## src/rtl/jelm_pkg.sv

```systemverilog
package jelm_pkg;

   typedef struct packed {
      logic par_bad;
      logic link_bad;
   } chan_flags_t;

   localparam int CH_EM  = 0;
   localparam int CH_HAD = 1;
   localparam int N_CH   = 2;

endpackage

```

## src/rtl/link_word_check.sv

```systemverilog
module link_word_check #(
   parameter int DATA_W     = 9,
   parameter bit ODD_PARITY = 1'b1
) (
   input  logic [DATA_W:0]      word,
   input  logic                 link_bad,
   output logic [DATA_W-1:0]    energy,
   output jelm_pkg::chan_flags_t flags
);
   logic ones_odd;

   assign ones_odd = ^word;
   assign energy   = word[DATA_W:1];

   generate
      if (ODD_PARITY) begin : g_odd
         assign flags.par_bad = ~ones_odd;
      end else begin : g_even
         assign flags.par_bad = ones_odd;
      end
   endgenerate

   assign flags.link_bad = link_bad;
endmodule

```

## src/rtl/elem_presum.sv

```systemverilog
module elem_presum #(
   parameter int DATA_W      = 9,
   parameter bit ZERO_ON_ERR = 1'b1
) (
   input  logic [DATA_W-1:0]     em_energy,
   input  logic [DATA_W-1:0]     had_energy,
   input  jelm_pkg::chan_flags_t em_flags,
   input  jelm_pkg::chan_flags_t had_flags,
   output logic [DATA_W:0]       elem
);
   localparam int SUM_W = DATA_W + 1;

   logic [DATA_W-1:0] em_use;
   logic [DATA_W-1:0] had_use;

   generate
      if (ZERO_ON_ERR) begin : g_mask
         assign em_use  = (em_flags.par_bad  || em_flags.link_bad)  ? '0 : em_energy;
         assign had_use = (had_flags.par_bad || had_flags.link_bad) ? '0 : had_energy;
      end else begin : g_pass
         assign em_use  = em_energy;
         assign had_use = had_energy;
      end
   endgenerate

   assign elem = SUM_W'(em_use) + SUM_W'(had_use);
endmodule

```

## src/rtl/lane_serializer.sv

```systemverilog
module lane_serializer #(
   parameter int LANES = 5
) (
   input  logic               clk,
   input  logic               rst_n,
   input  logic               bunch_phase,
   input  logic [2*LANES-1:0] elem,
   output logic [LANES-1:0]   lanes
);
   logic [LANES-1:0] hi_hold_q;
   logic [LANES-1:0] lane_q;

   always_ff @(posedge clk) begin
      if (!rst_n) begin
         lane_q    <= '0;
         hi_hold_q <= '0;
      end else if (bunch_phase) begin
         lane_q    <= elem[LANES-1:0];
         hi_hold_q <= elem[2*LANES-1:LANES];
      end else begin
         lane_q    <= hi_hold_q;
      end
   end

   assign lanes = lane_q;
endmodule

```

## src/rtl/jet_elem_packer.sv

```systemverilog
module jet_elem_packer #(
   parameter int DATA_W      = 9,
   parameter int LANES       = 5,
   parameter bit ODD_PARITY  = 1'b1,
   parameter bit ZERO_ON_ERR = 1'b1
) (
   input  logic              clk,
   input  logic              rst_n,
   input  logic              bunch_phase,
   input  logic [DATA_W:0]   em_word,
   input  logic [DATA_W:0]   had_word,
   input  logic              em_link_bad,
   input  logic              had_link_bad,
   output logic [LANES-1:0]  lane_out,
   output logic [DATA_W-1:0] em_ro_data,
   output logic              em_ro_perr,
   output logic              em_ro_lerr,
   output logic [DATA_W-1:0] had_ro_data,
   output logic              had_ro_perr,
   output logic              had_ro_lerr
);
   import jelm_pkg::*;

   localparam int WORD_W = DATA_W + 1;
   localparam int ELEM_W = DATA_W + 1;
   localparam logic [WORD_W-1:0] IDLE_WORD = ODD_PARITY ? WORD_W'(1) : '0;

   generate
      if (ELEM_W != 2 * LANES) begin : g_bad_lanes
         $error("jet element width must be twice the lane count");
      end
      if (DATA_W < 2) begin : g_bad_width
         $error("energy width too small");
      end
   endgenerate

   logic [N_CH-1:0][WORD_W-1:0] word_in;
   logic [N_CH-1:0]             link_in;
   logic [N_CH-1:0][WORD_W-1:0] word_q;
   logic [N_CH-1:0]             link_q;
   logic [N_CH-1:0][DATA_W-1:0] energy;
   chan_flags_t [N_CH-1:0]      flags;
   logic [N_CH-1:0][DATA_W-1:0] ro_data_q;
   chan_flags_t [N_CH-1:0]      ro_flags_q;
   logic [ELEM_W-1:0]           elem;

   assign word_in[CH_EM]  = em_word;
   assign word_in[CH_HAD] = had_word;
   assign link_in[CH_EM]  = em_link_bad;
   assign link_in[CH_HAD] = had_link_bad;

   for (genvar ch = 0; ch < N_CH; ch++) begin : g_chan
      always_ff @(posedge clk) begin
         if (!rst_n) begin
            word_q[ch] <= IDLE_WORD;
            link_q[ch] <= 1'b0;
         end else if (bunch_phase) begin
            word_q[ch] <= word_in[ch];
            link_q[ch] <= link_in[ch];
         end
      end

      link_word_check #(
         .DATA_W     (DATA_W),
         .ODD_PARITY (ODD_PARITY)
      ) u_check (
         .word     (word_q[ch]),
         .link_bad (link_q[ch]),
         .energy   (energy[ch]),
         .flags    (flags[ch])
      );

      always_ff @(posedge clk) begin
         if (!rst_n) begin
            ro_data_q[ch]  <= '0;
            ro_flags_q[ch] <= '0;
         end else if (bunch_phase) begin
            ro_data_q[ch]  <= energy[ch];
            ro_flags_q[ch] <= flags[ch];
         end
      end
   end

   elem_presum #(
      .DATA_W      (DATA_W),
      .ZERO_ON_ERR (ZERO_ON_ERR)
   ) u_sum (
      .em_energy  (energy[CH_EM]),
      .had_energy (energy[CH_HAD]),
      .em_flags   (flags[CH_EM]),
      .had_flags  (flags[CH_HAD]),
      .elem       (elem)
   );

   lane_serializer #(
      .LANES (LANES)
   ) u_ser (
      .clk         (clk),
      .rst_n       (rst_n),
      .bunch_phase (bunch_phase),
      .elem        (elem),
      .lanes       (lane_out)
   );

   assign em_ro_data  = ro_data_q[CH_EM];
   assign em_ro_perr  = ro_flags_q[CH_EM].par_bad;
   assign em_ro_lerr  = ro_flags_q[CH_EM].link_bad;
   assign had_ro_data = ro_data_q[CH_HAD];
   assign had_ro_perr = ro_flags_q[CH_HAD].par_bad;
   assign had_ro_lerr = ro_flags_q[CH_HAD].link_bad;
endmodule

```

## config.mk

```make
export PLATFORM = sky130hd
export DESIGN_NAME = jet_elem_packer
export DESIGN_NICKNAME = d
export VERILOG_FILES = /design/src/rtl/jelm_pkg.sv /design/src/rtl/link_word_check.sv /design/src/rtl/elem_presum.sv /design/src/rtl/lane_serializer.sv /design/src/rtl/jet_elem_packer.sv
export SDC_FILE = /design/constraint.sdc
export NUM_CORES = 1
export LEC_CHECK = 0
export BUFFER_PORTS_ARGS = -buffer_cell sky130_fd_sc_hd__buf_2
export CORE_MARGIN = 5
export CORE_UTILIZATION = 30
export CTS_CLUSTER_SIZE = 30
export DETAILED_ROUTE_END_ITERATION = 7
export PLACE_DENSITY = 0.54
export RECOVER_POWER = 50
export SLEW_MARGIN = 20
export SYNTH_ARGS = -nofsm -noshare
export SYNTH_HDL_FRONTEND = slang
export SYNTH_HIERARCHICAL = 1
export SYNTH_SLANG_ARGS = --single-unit
export TNS_END_PERCENT = 10
```

## constraint.sdc

```tcl
create_clock -name clk -period 3.4 [get_ports clk]
set_input_delay 0.51 -clock clk [delete_from_list [all_inputs] [get_ports clk]]
set_output_delay 0.51 -clock clk [all_outputs]
set_load 0.02 [all_outputs]
```

==> results.sh, run 1 <==
export IMPL_grt_pass1_wl_um=9211
export IMPL_ios=52
export IMPL_worstSetupStartpoint="word_q[16]$_SDFFE_PN0P_"
export IMPL_path_clk_slew_ps=100
export IMPL_finalHoldViolations=0
export IMPL_cts_sinks=54
export IMPL_ys_types=30
export IMPL_fin_skew_ps=8.948
export IMPL_ys_seq_elements=54
export IMPL_worst_path_max_fanout=4
export IMPL_syn_nets=311
export IMPL_dp_slack_ps=311.2
export IMPL_violations="max-capacitance violations, max-slew violations"
export IMPL_route_detailed_drc=0
export IMPL_maxSlewHeadroom_pct=-19.95
export IMPL_setup_viol=0
export IMPL_gp_congestion=0.7800
export IMPL_cp_end_kind="flip-flop"
export IMPL_rows=35
export IMPL_antenna_found_initial=0
export IMPL_io_buffers=51
export IMPL_ys_flop_type="dfxtp_1"
export IMPL_r2r_start="word_q[16]$_SDFFE_PN0P_"
export IMPL_area_delta_synth_final_pct=8.764
export IMPL_cp_required_ps=3640
export IMPL_highest_layer="met4"
export IMPL_fmax_ghz=0.3275
export IMPL_layoutNonFillerInstCount=437
export IMPL_syn_area_per_cell_um2=10.45
export IMPL_cts_buffer_depth=2
export IMPL_drive_gt1_share_pct=18.18
export IMPL_grt_max_degree=55
export IMPL_critical_path_class="flip-flop to flip-flop"
export IMPL_fin_util_pct=33.63
export IMPL_wl_met3_um=263
export IMPL_layout_setup_ws_ps=346.2
export IMPL_root_buffer="clkbuf_8"
export IMPL_grt_pass1_vias=1857
export IMPL_min_delay_start="had_word[0]"
export IMPL_drt_met1_wl_um=2652
export IMPL_hold_path_class="input pin to flip-flop"
export IMPL_min_period_over_period_pct=89.82
export IMPL_p_leak_nw=1.364
export IMPL_cts_tree="done"
export IMPL_drv_slew=27
export IMPL_wl_per_cell_um=12.49
export IMPL_vias_per_cell=4.195
export IMPL_cp_data_arrival_time_ps=3300
export IMPL_finalSetupTns_ps=0
export IMPL_finalCriticalPeriod_ps=3054
export IMPL_dp_cells=429
export IMPL_async_reset_ff_share_pct=0
export IMPL_die_width_um=108.0
export IMPL_routed_via_count=1833
export IMPL_grt_ovfl_total=0
export IMPL_yosysWarningCount=6
export IMPL_cap_violations=1
export IMPL_htree_levels=2
export IMPL_yosysSeqAreaShare_pct=37.48
export IMPL_total_power_mw=1.409
export IMPL_postCtsSetupBuffers=0
export IMPL_synth_edff_count=0
export IMPL_drt_iter0_markers=48
export IMPL_ant_nets=0
export IMPL_fin_nets=342
export IMPL_post_dp_cell_area_um2=3068
export IMPL_n_antenna_cell=0
export IMPL_irDropWorstVdd_mv=0.1749
export IMPL_critPathLaunchType="flip-flop"
export IMPL_die_y_um=108.0
export IMPL_p_per_area_nw_per_um2=449.1
export IMPL_hpwl_um=4044
export IMPL_clk_latency_ps=300
export IMPL_worst_hold_slack_ps=417.4
export IMPL_core_um2=9328
export IMPL_gr_usage_all_layers_pct=9.821
export IMPL_die_area_um2=11670
export IMPL_status="finished with violations"
export IMPL_design_area_um2=3137
export IMPL_totalWireLength_um=5456
export IMPL_start_util_pct=30.92
export IMPL_numCtsBuffers=5
export IMPL_wl_met2_um=2495
export IMPL_synthCells=276
export IMPL_rsz0062_at_grt="no"
export IMPL_worstMarginPinSlew_ps=1799
export IMPL_synth_area_um2=2884
export IMPL_dr_pass1_iters=4
==> sequential cells by signal, indices dropped and copies added, names as in the netlist <==
signal / count
u_ser/hi_hold_q: 5
u_ser/lanes: 5
em_ro_perr: 1
word_q: 20
had_ro_lerr: 1
link_q: 2
em_ro_lerr: 1
had_ro_perr: 1
had_ro_data: 9
em_ro_data: 9
==> synthesized netlist by cell type (all sizes together), types with 2 or more instances <==
library cell	count	area [um^2]
dfxtp	54	1081
and2	16	100.1
nor2b	42	262.8
a21o	2	15.01
inv	7	26.28
ha	9	112.6
clkbuf	4	15.01
buf	26	252.7
xor2	2	17.52
xnor2	19	166.4
a21oi	6	45.05
nor2	2	7.510
nand2	16	60.06
nand2b	5	31.28
a21boi	10	112.6
xnor3	2	45.04
o21ai	3	18.77
mux2i	44	440.4
==> area by class of cell <==
| type | instances | area [um^2] |
|---|---|---|
| fillers | 979 | 6191 |
| flip-flops and latches | 54 | 1081 |
| inverters | 7 | 26.28 |
| repair buffers | 54 | 265.3 |
| multi-input cells | 185 | 1511 |
| clock inverters | 1 | 5.005 |
| clock buffers | 7 | 86.33 |
| well taps | 129 | 161.4 |
==> report_power, final <==
part	leakage [nW]	total, mW	internal, mW	switching [mW]
registers	0.442	0.698	0.671	0.0273
clock network	0.0482	0.373	0.165	0.208
logic	0.874	0.337	0.158	0.179
total	1.36	1.41	0.994	0.415
==> placed cells by master (no fill, tap or decap), types with 6 or more instances in the layout <==
cell type and count:
ha_1 9, inv_1 7, a21boi_2 10, xnor2_1 19
clkbuf_1 21, and2_1 16, buf_2 31, nand2_1 16
mux2i_1 44, clkbuf_8 6, nor2b_1 42, dfxtp_1 54
==> per-layer routing <==
layer,GRT usage (%),vias up
li1,-,947
met1,13.32,853
met2,15.32,31
met3,2.388,2
met4,3.246,0
met5,0,-
==> cell families (layout without fill, tap and decap cells) <==
family                   Yosys count  after routing  share of synthesized area (%)
AO/OA/AOI/OAI                     24             24                          7.940
XOR/XNOR                          23             23                          7.939
adder cells (fa/ha/maj)           10             10                          4.599
buffers and inverters             37             69                          10.20
flip-flops                        54             54                          37.48
multiplexers                      44             44                          15.27
AND/OR/NAND/NOR                   84             84                          16.57
==> worst paths after layout <==
| kind | cells past startpoint | to | slack, ps |
|---|---|---|---|
| setup / recovery | 15 | u_ser/hi_hold_q[3]$_SDFFE_PN0P_ | 350 |
| hold reg to reg | 2 | u_ser/hi_hold_q[4]$_SDFFE_PN0P_ | 510 |
| setup reg to reg | 15 | u_ser/hi_hold_q[3]$_SDFFE_PN0P_ | 350 |
| hold / removal | 3 | word_q[10]$_SDFFE_PN1P_ | 420 |
==> critical path, cell delays in order (launching register included) <==
cell      delay, ps
dfxtp_1         410
xor2_1          180
xnor3_1         430
xnor2_1         150
nor2_1          200
and2_1          190
ha_1            170
inv_1            50
fa_1            400
inv_1            70
a21oi_1          90
o221ai_1        180
o211ai_1        130
xnor2_1         140
nand2_1          80
a21boi_2        130
==> what timing repair did <==
action | in CTS | in global routing
endpoints found under the setup margin | 0 | 3
gates resized for setup | 0 | 1
hold buffers | 0 | 0
hold endpoints to repair | 0 | 0
Power figures use the tool's default switching activity.
==> inputs of run 2 (changes only) <==
- PLACE_DENSITY: 0.54 -> 0.55
- SYNTH_HIERARCHICAL: 1 -> unset
==> run 2 against run 1 <==
The run still ends with max-capacitance violations, max-slew violations left. Highest routed layer unchanged. Clock skew down 4.3 ps. Maximum frequency down 2.5%. Design area down 2.0%. Die area down 7.1%.
==> results.sh, run 2 <==
export IMPL_status="finished with violations"
export IMPL_grt_max_degree=61
export IMPL_maxSlewHeadroom_pct=-39.39
export IMPL_total_power_mw=1.373
export IMPL_htree_levels=2
export IMPL_drv_slew=38
export IMPL_ys_types=35
export IMPL_rows=34
export IMPL_finalSetupTns_ps=0
export IMPL_worst_path_max_fanout=10
export IMPL_yosysMostFrequentCell="dfxtp_1"
export IMPL_fin_skew_ps=4.676
export IMPL_synth_edff_count=0
export IMPL_ant_nets=0
export IMPL_syn_area_per_cell_um2=9.991
export IMPL_antenna_found_initial=0
export IMPL_die_width_um=104.1
export IMPL_vias_per_cell=4.537
export IMPL_path_clk_slew_ps=90
export IMPL_critical_path_class="flip-flop to flip-flop"
export IMPL_layout_commonest_cell="dfxtp_1"
export IMPL_synth_area_leaders="dfxtp_1 41%, mux2i_1 17%, nor2b_1 12%"
export IMPL_grt_pass1_vias=1945
export IMPL_p_leak_nw=1.319
export IMPL_root_buffer="clkbuf_8"
export IMPL_slowest_delay_ps=440
export IMPL_finalHoldViolations=0
export IMPL_die_area_um2=10840
export IMPL_die_y_um=104.1
export IMPL_yosys_area_top_type="dfxtp_1"
export IMPL_yosysSeqAreaShare_pct=40.68
export IMPL_drt_iter0_markers=83
export IMPL_irDropWorstVdd_mv=0.1810
export IMPL_layout_common_cells="54 x dfxtp_1, 49 x nor2b_1, 45 x mux2i_1, 29 x clkbuf_1, 24 x buf_2"
export IMPL_rsz0062_at_grt="no"
export IMPL_grt_pass1_wl_um=9432
export IMPL_core_um2=8678
export IMPL_routed_via_count=1919
export IMPL_cts_sinks=54
export IMPL_yosysWarningCount=0
export IMPL_synthTopCellsByCount="54 x dfxtp_1, 49 x nor2b_1, 45 x mux2i_1, 18 x and2_1, 13 x xnor2_1"
export IMPL_route_detailed_drc=0
export IMPL_largest_register_ffs=20
export IMPL_wl_per_cell_um=13.65
export IMPL_dr_pass1_iters=4
export IMPL_critPathLaunchType="flip-flop"
export IMPL_drive_gt1_share_pct=11.43
export IMPL_critPathSlowestCell="xnor3_1"
export IMPL_area_delta_synth_final_pct=15.68
export IMPL_hold_path_class="input pin to flip-flop"
export IMPL_worstMarginPinSlew_ps=2091
export IMPL_setup_viol=0
export IMPL_n_antenna_cell=0
export IMPL_path_cells="xor2_1, xnor3_1, xnor2_1, nor2_4, and2_1, ha_1, inv_1, fa_1, nand2b_1, a21oi_2, o32ai_1, nor4bb_1, a221o_1"
export IMPL_p_per_area_nw_per_um2=446.7
export IMPL_ios=52
export IMPL_syn_nets=301
export IMPL_grt_ovfl_total=0
export IMPL_hpwl_um=4264
export IMPL_cp_data_arrival_time_ps=3380
export IMPL_min_period_over_period_pct=92.09
export IMPL_io_buffers=51
export IMPL_cts_tree="done"
export IMPL_violations="max-capacitance violations, max-slew violations"
export IMPL_fin_nets=350
export IMPL_multi_input_area_um2=1515
export IMPL_clk_latency_ps=300
export IMPL_ys_seq_elements=54
export IMPL_synth_area_um2=2658
export IMPL_ys_flop_type="dfxtp_1"
export IMPL_numCtsBuffers=5
export IMPL_fillers=932
export IMPL_cp_required_ps=3650
export IMPL_synthCells=266
export IMPL_start_util_pct=30.62
export IMPL_fmax_ghz=0.3194
export IMPL_cp_end_kind="flip-flop"
export IMPL_netlist_area_leader_share_pct=40.68
export IMPL_cap_violations=1
export IMPL_gp_congestion=0.7991
export IMPL_totalWireLength_um=5774
export IMPL_async_reset_ff_share_pct=0
export IMPL_cts_buffer_depth=2
export IMPL_finalCriticalPeriod_ps=3131
export IMPL_gr_usage_all_layers_pct=10.57
export IMPL_seqCellArea_um2=1081
export IMPL_top_register="word_q"
==> run 2: cell types whose count changed after synthesis, moves of 3 or more <==
| cell | change |
|---|---|
| o21ai_0 | +4 |
| nand2b_1 | -3 |
| nand2_1 | -6 |
| nor2b_1 | +7 |
| o21a_1 | +4 |
| xnor2_1 | -6 |
| a21oi_1 | +4 |
| buf_12 | -4 |
| buf_4 | -20 |
| inv_1 | -3 |
| buf_2 | +5 |
| a21boi_2 | -10 |
| clkbuf_1 | +3 |
==> run 2: cell type report <==
| cell class | instances | area share, % |
|---|---|---|
| clock buffer | 7 | 2.483 |
| sequential | 54 | 35.16 |
| inverter | 4 | 0.4884 |
| multi-input combinational | 195 | 49.29 |
| timing repair buffer | 55 | 8.181 |
| tap | 108 | 4.396 |
==> run 2: worst max-delay path: cells and delay by family, from the launching register on <==
| kind | cells | cell delay, ps |
|---|---|---|
| xor gates and xnor gates | 3 | 820 |
| and+or+nand+nor | 4 | 790 |
| adders and majority gates | 2 | 550 |
| AOI/OAI and AO/OA | 3 | 460 |
| DFF | 1 | 400 |
| buffers and inverters | 1 | 50 |
==> run 2: timing repair <==
action | CTS | global route
setup endpoints to repair | 0 | 2
hold endpoints to repair | 0 | 0
gates resized for setup | 0 | 2
hold buffers | 0 | 0
setup buffers | 0 | 1
==> run 2: worst paths after layout <==
check	startpoint	to	slack (ps)	cells after the start
setup / recovery	word_q[7]$_SDFFE_PN0P_	u_ser.hi_hold_q[3]$_SDFFE_PN0P_	270	13
hold / removal	em_word[0]	word_q[0]$_SDFFE_PN1P_	420	3
setup reg to reg	word_q[7]$_SDFFE_PN0P_	u_ser.hi_hold_q[3]$_SDFFE_PN0P_	270	13
hold reg to reg	word_q[10]$_SDFFE_PN1P_	word_q[10]$_SDFFE_PN1P_	500	2
==> run 2: logic make-up (layout without fill, tap and decap cells) <==
logic type | Yosys count | after routing | synth area share (%)
mux | 45 | 45 | 16.95
flops | 54 | 54 | 40.68
buf+inv | 17 | 66 | 2.636
simple gates | 96 | 96 | 21.33
compound gates | 27 | 27 | 6.780
xor+xnor | 17 | 17 | 6.638
fa+ha+maj | 10 | 10 | 4.991
==> run 2: layer usage <==
layer / global-route usage (%) / wire length, um
met1: 14.41 / 2851
met5: 0 / 0
met3: 2.173 / 232
met4: 4.070 / 99
met2: 16.35 / 2591
==> run 2: stage by stage <==
stage | setup slack (ps) | std cells | hold WS (ps) | area (um^2) | util, %
floorplan | 526.1 | 266 | 454.1 | 2658 | -
detailed placement | 150.8 | 415 | 471.7 | 3015 | 34.75
global route | 8.718 | 423 | 437.0 | 3074 | 35.42
CTS | 126.2 | 422 | 411.0 | 3092 | 35.63
finish | 269.0 | 423 | 416.5 | 3074 | 35.42
global placement | 315.8 | 415 | 467.3 | 3015 | 34.75
==> run 2: report_power, final <==
part / internal (mW) / leakage (nW) / total [mW] / switching [mW]
combinational: 0.154 / 0.838 / 0.332 / 0.178
sequential: 0.671 / 0.442 / 0.699 / 0.0280
clock: 0.143 / 0.0383 / 0.342 / 0.199
total: 0.967 / 1.32 / 1.37 / 0.406
